===== config.mk =====
export PLATFORM = sky130hd
export DESIGN_NAME = pngen_top
export DESIGN_NICKNAME = d
export VERILOG_FILES = /design/src/rtl/pngen_pkg.sv /design/src/rtl/pngen_divider.sv /design/src/rtl/pngen_lfsr.sv /design/src/rtl/pngen_coder.sv /design/src/rtl/pngen_top.sv
export SDC_FILE = /design/constraint.sdc
export NUM_CORES = 1
export LEC_CHECK = 0
export BUFFER_PORTS_ARGS = -buffer_cell sky130_fd_sc_hd__buf_2
export CORE_MARGIN = 4
export CORE_UTILIZATION = 31
export CTS_CLUSTER_DIAMETER = 40
export DETAILED_ROUTE_END_ITERATION = 16
export PLACE_DENSITY = 0.53
export REMOVE_ABC_BUFFERS = 1
export SKIP_CTS_REPAIR_TIMING = 1
export SLEW_MARGIN = 20
export SYNTH_ARGS = -nofsm -noshare
export SYNTH_HDL_FRONTEND = slang
export SYNTH_SLANG_ARGS = --single-unit

===== constraint.sdc =====
create_clock -name clk -period 1.3 [get_ports clk]
set_input_delay 0.065 -clock clk [delete_from_list [all_inputs] [get_ports clk]]
set_output_delay 0.065 -clock clk [all_outputs]
set_load 0.005 [all_outputs]

===== src/rtl/pngen_pkg.sv =====
package pngen_pkg;
  localparam int          LFSR_W       = 12;
  // feedback taps at bits 11, 5, 3, 0 (x^12 + x^6 + x^4 + x + 1)
  localparam logic [LFSR_W-1:0] TAP_MASK     = 12'h829;
  localparam logic [LFSR_W-1:0] DEFAULT_SEED = 12'h001;

  function automatic logic [LFSR_W-1:0] lfsr_step(input logic [LFSR_W-1:0] s);
    return {s[LFSR_W-2:0], ^(s & TAP_MASK)};
  endfunction
endpackage


===== src/rtl/pngen_divider.sv =====
module pngen_divider #(
  parameter int HALF_DIV = 4
) (
  input  logic clk,
  input  logic rst,
  input  logic en,
  output logic phase,
  output logic chip_end
);
  localparam int CW = (HALF_DIV > 1) ? $clog2(HALF_DIV) : 1;
  localparam logic [CW-1:0] LAST = CW'(HALF_DIV - 1);

  logic [CW-1:0] cnt_q;
  logic          half_tick;

  assign half_tick = en && (cnt_q == LAST);
  assign chip_end  = half_tick && phase;

  always_ff @(posedge clk) begin
    if (rst) begin
      cnt_q <= '0;
      phase <= 1'b0;
    end else if (en) begin
      cnt_q <= half_tick ? '0 : cnt_q + 1'b1;
      if (half_tick) phase <= ~phase;
    end
  end
endmodule


===== src/rtl/pngen_lfsr.sv =====
module pngen_lfsr
  import pngen_pkg::*;
#(
  parameter logic [LFSR_W-1:0] SEED = DEFAULT_SEED
) (
  input  logic clk,
  input  logic rst,
  input  logic adv,
  output logic chip,
  output logic wrap
);
  logic [LFSR_W-1:0] st_q;
  logic [LFSR_W-1:0] st_nx;

  always_comb begin
    st_nx = lfsr_step(st_q);
    if (st_nx == '0) st_nx = SEED;
  end

  always_ff @(posedge clk) begin
    if (rst) begin
      st_q <= SEED;
      wrap <= 1'b0;
    end else begin
      wrap <= 1'b0;
      if (st_q == '0) begin
        st_q <= SEED;
      end else if (adv) begin
        st_q <= st_nx;
        wrap <= (st_nx == SEED);
      end
    end
  end

  assign chip = st_q[LFSR_W-1];
endmodule


===== src/rtl/pngen_coder.sv =====
module pngen_coder (
  input  logic chip,
  input  logic phase,
  output logic coded
);
  assign coded = chip ^ phase;
endmodule


===== src/rtl/pngen_top.sv =====
module pngen_top
  import pngen_pkg::*;
#(
  parameter int                HALF_DIV = 4,
  parameter logic [LFSR_W-1:0] SEED     = DEFAULT_SEED
) (
  input  logic clk,
  input  logic rst,
  input  logic en,
  output logic pn_chip,
  output logic mcode,
  output logic seq_start,
  output logic chip_phase
);
  logic chip_end;

  pngen_divider #(.HALF_DIV(HALF_DIV)) u_div (
    .clk      (clk),
    .rst      (rst),
    .en       (en),
    .phase    (chip_phase),
    .chip_end (chip_end)
  );

  pngen_lfsr #(.SEED(SEED)) u_lfsr (
    .clk  (clk),
    .rst  (rst),
    .adv  (chip_end),
    .chip (pn_chip),
    .wrap (seq_start)
  );

  pngen_coder u_code (
    .chip  (pn_chip),
    .phase (chip_phase),
    .coded (mcode)
  );
endmodule


After elaboration in Yosys (flattened, before gate mapping)

Cells that the tools add are included.
Widths: inputs -> output; s select.

Muxes and demuxes: 2
Bitwise gates (word level): 3
Equality and inequality tests: 2
Add/sub/neg operators: 1
Reductions and logical operators: 8

Operator list:

| kind                | number |
|---|---|
| $logic_not 12->1    | 2 |
| $eq 12x1->1 const B | 1 |
| $mux 12             | 1 |
| $reduce_xor 12->1   | 1 |
| $reduce_or 3->1     | 1 |
| $add 2x1->2 const B | 1 |
| $eq 2x2->1 const B  | 1 |
| $logic_and 1x1->1   | 2 |
| $mux 2              | 1 |
| $not 1->1           | 2 |
| $reduce_and 2->1    | 1 |
| $reduce_or 2->1     | 1 |
| $xor 1x1->1         | 1 |

Output and inout bits: 4
Register bits after elaboration: 16
Bits of input ports: 3
Logic and storage cells: 20

Logic depth before layout (Yosys ltp)

Depth in word-level cells: 5
Gate-level depth with buffers: 5
Gate-level depth less buffers: 4

By module

Synthesis repeated with hierarchy kept, for this count alone.

Cells, all modules: 63
Area, all modules: 656.9 um^2

Modules (own cells, without submodules):

| module        | cells an instance | instances | seq. area each (um^2) | area each (um^2) |
|---|---|---|---|---|
| pngen_lfsr    | 49                | 1         | 260.2                 | 509.2 |
| pngen_divider | 13                | 1         | 60.1                  | 138.9 |
| pngen_coder   | 1                 | 1         | 0.0                   | 8.8 |

Least setup slack after synthesis

OpenSTA, ideal clock, no wires.

Kind: reg-to-reg
From: register u_lfsr.st_q[3]
To: register u_lfsr.st_q[10]
Required time: 1184 ps
Path buffers: 1
Cell stages (with the launch flop): 6
Data arrival time: 1292 ps
Slack: -108 ps
Clock period less this slack: 1408 ps
Library setup time: 116 ps
Cells stage by stage: dfxtp_1 > or4_1 > nor2_1 > a31o_2 > buf_6 > a21oi_1

Cells in the longest elaborated chain, start to end: 3
Elaborated cells on any way between the ends: 5
Classes of those cells: mux (1); reduce/logical (4)

RTL lines:

| what                   | RTL line         | RTL |
|---|---|---|
| start, declared        | pngen_lfsr.sv:12 | `logic [LFSR_W-1:0] st_q;` |
| start signal, assigned | pngen_lfsr.sv:29 | `st_q <= st_nx;` |
| $reduce_xor 12->1      | pngen_pkg.sv:8   | `return {s[LFSR_W-2:0], ^(s & TAP_MASK)};` |
| $logic_not 12->1       | pngen_lfsr.sv:17 | `if (st_nx == '0) st_nx = SEED;` |
| $mux 12                | pngen_lfsr.sv:17 |  |

Parallel ways exist; a longest one is shown, timed or not.
A chain may end at the register's enable or synchronous reset.

Final worst setup path

From: register u_lfsr.st_q[2]
To: register u_lfsr.st_q[3]

Cells in the longest elaborated chain, start to end: 2
Elaborated cells on any way between the ends: 4
Classes of those cells: mux (1); reduce/logical (3)

RTL lines:

| what                                       | RTL line |
|---|---|
| $logic_not 12->1, on equally long branches | pngen_lfsr.sv:17, pngen_lfsr.sv:26 |
| $mux 12 or $reduce_or 2->1 (tied branches) | n/a |

Parallel ways exist; a longest one is shown, timed or not.

==> out/metrics.csv <==
metric;value;unit
Tmin final;1.39;ns
Routed wire per std cell;10.9;um
highest metal used;met4;
top-area cell type share of the netlist area;49.5;%
WL met2;652;um
CTS tree;yes;
final-report hold violation count;0;
n_diodes;0;
Post-Syn Area;647;um^2
area added between synthesis and finish;44.5;%
share of layout cells above drive strength 1;38.2;%
r2r endpoint;u_lfsr.st_q[3];
Syn Inst Count;77;
Initial Util;32.6;%
global-route wire length before repair;2380;um
Post-synth top cells;nand2_1, dfxtp_1, a21oi_1;
total global routing overflow;0;
hold path depth;2;
cell breakdown of the critical path;or4_4 -> nor2_4 -> a31o_4 -> a21oi_1;
Setup crit end kind;register;
Worst Hold Class;in -> reg;
Max-Cap Viols;0;
Leak;0.000394;uW
failing checks;negative setup slack;
Worst setup SP type;register;
die area;0.00288;mm^2
worst setup margin;-0.0925;ns
WL met3;49;um
initial antenna violation count;0;
Max VDD drop;448;uV
fraction of registers with async set/reset;0;%
Synth Area per Inst;8.40;um^2
CTS Buf Count;3;
Achievable Freq;0.718;GHz
Synth Area in Simple Gates;24.6;%
Post-Synth XOR/XNOR Area;6.77;%
final clock skew;0.0106;ns
Power Density;927;mW/mm^2
Hold Crit Endpoint;u_div.phase;
via count;599;
cell family with most CP delay;simple AND/OR/NAND/NOR gates;
Post-synth EDFFs;0;
Synth Flop Type;dfxtp_1;
crit-path max cell delay;0.54;ns
Slew headroom;75.4;%
Antenna Nets Post-Route;0;
RSZ-0062 raised after global routing;true;
Final setup viols;12;
Synth Area in Compound Gates;11.2;%
Final HPWL DP;924;um
CP bufs+invs;0;
critical path's slowest cell;or4_4;
Fill cells;193;
CP Max Fanout;6;
flops & latches, synth;16;
M1 WL;662;um
Hold WS;0.0335;ns
main area contributors after synthesis;dfxtp_1, nand2_1, a21oi_1;
reg2reg start;u_lfsr.st_q[2];
largest family of logic cells by synthesized area;simple AND/OR/NAND/NOR gates;
kind of critical path;reg -> reg;
fin. max-slew vios;0;
latest clock arrival within the worst-skew pair;0.29;ns
most numerous cell in the Yosys netlist;nand2_1;
DR vias/cell;4.64;
CP arrival;1.57;ns
Ports;7;
row count;16;
worst-case clock buffer depth;2;
GP Congestion;0.757;
Detailed Routing Iterations Pass 1;5;
adder-cell share of the synthesized area;1.93;%
Worst Tran Pin Value;0.366;ns
Synth Warn #;0;
final core occ;47.2;%
Final #Nets;107;
root buffer cell;clkbuf_4;
worst path required time;1.48;ns
Yosys top cell by area;dfxtp_1;
library cells used by synthesis;18;
DR iter-0 viols;19;
die height;53.7;um
Die X;53.7;um
final WL;1410;um
hold wc startpoint;rst;
CTS Sinks;16;
Residual DRC;0;
Worst-path clk slew;0.10;ns
flop-to-flop setup slack;-0.09;ns
core area;0.00198;mm^2
register area share after synthesis;49.5;%
Port Buf Inserts;6;
htree depth;1;
largest net degree at the start of global routing;13;
status;finished with violations;
post-synthesis mux area share;3.09;%
vias in the first global route;554;
FF-to-FF path depth;4;
fin crit share;107;%
global-route usage over all layers;11.7;%
## sequential cells by signal (all words and copies together) (netlist names)
signal / count
u_div.phase: 1
u_lfsr.st_q: 12
u_lfsr.wrap: 1
u_div.cnt_q: 2
## cells by family (layout without fill, tap and decap cells)
| family | after synthesis | after routing |
|---|---|---|
| and+or+nand+nor | 37 | 37 |
| DFF | 16 | 16 |
| AOI/OAI and AO/OA | 13 | 14 |
| xor gates and xnor gates | 5 | 5 |
| buffers and inverters | 3 | 27 |
| muxes | 2 | 2 |
| adders and majority gates | 1 | 1 |
## cell type report
type                       instances  area (um^2)  share of cell area, %
multi-input combinational         59          379                   40.6
tap                               27         33.8                   3.61
timing repair buffer              23          161                   17.3
clock buffer                       4         36.3                   3.88
sequential                        16          324                   34.7
## per-layer routing
metal	vias up	GRT usage, %
li1	313	-
met1	269	15.2
met2	12	15.9
met3	5	2.49
met4	0	10.2
met5	-	0
## report_power, final
part	total, uW	switching (uW)	internal [uW]
registers	500	4.11	496
logic	38.0	20.2	17.8
clock network	329	158	171
total	867	182	684
## cell usage in the layout, fill, tap and decap left out, types with 2 or more instances in the layout
master and count:
clkbuf_4 3, dfxtp_2 3, a21oi_2 2, xor2_1 2, nor2_1 6, mux2i_1 2
a31o_4 2, nand3_1 2, buf_4 16, dfxtp_1 13, a21oi_1 9, nand2_1 23
or4_4 2, buf_2 6
## how the worst max path moves through the flow
stage	start	to	slack [ns]	cells after the start
after floorplan	u_lfsr.st_q[3]	u_lfsr.st_q[10]	-0.09	4
after global placement	u_lfsr.st_q[3]	u_lfsr.st_q[0]	-0.19	4
after detailed placement	u_lfsr.st_q[3]	u_lfsr.st_q[3]	-0.19	4
after CTS	u_lfsr.st_q[6]	u_lfsr.st_q[3]	-0.21	4
after global routing	u_lfsr.st_q[2]	u_lfsr.st_q[5]	-0.14	4
final	u_lfsr.st_q[2]	u_lfsr.st_q[3]	-0.09	4
## stage by stage
stage	std cells	setup TNS, ns	total power (uW)	cell area (um^2)	setup WS, ns
floorplan	74	-1.03	530	628	-0.0861
global placement	122	-2.24	542	805	-0.194
detailed placement	122	-2.20	543	805	-0.188
CTS	126	-2.38	885	841	-0.207
global route	129	-1.52	915	935	-0.138
finish	129	-0.982	867	935	-0.0925
Note: power is estimated with default switching activity, not from simulation.
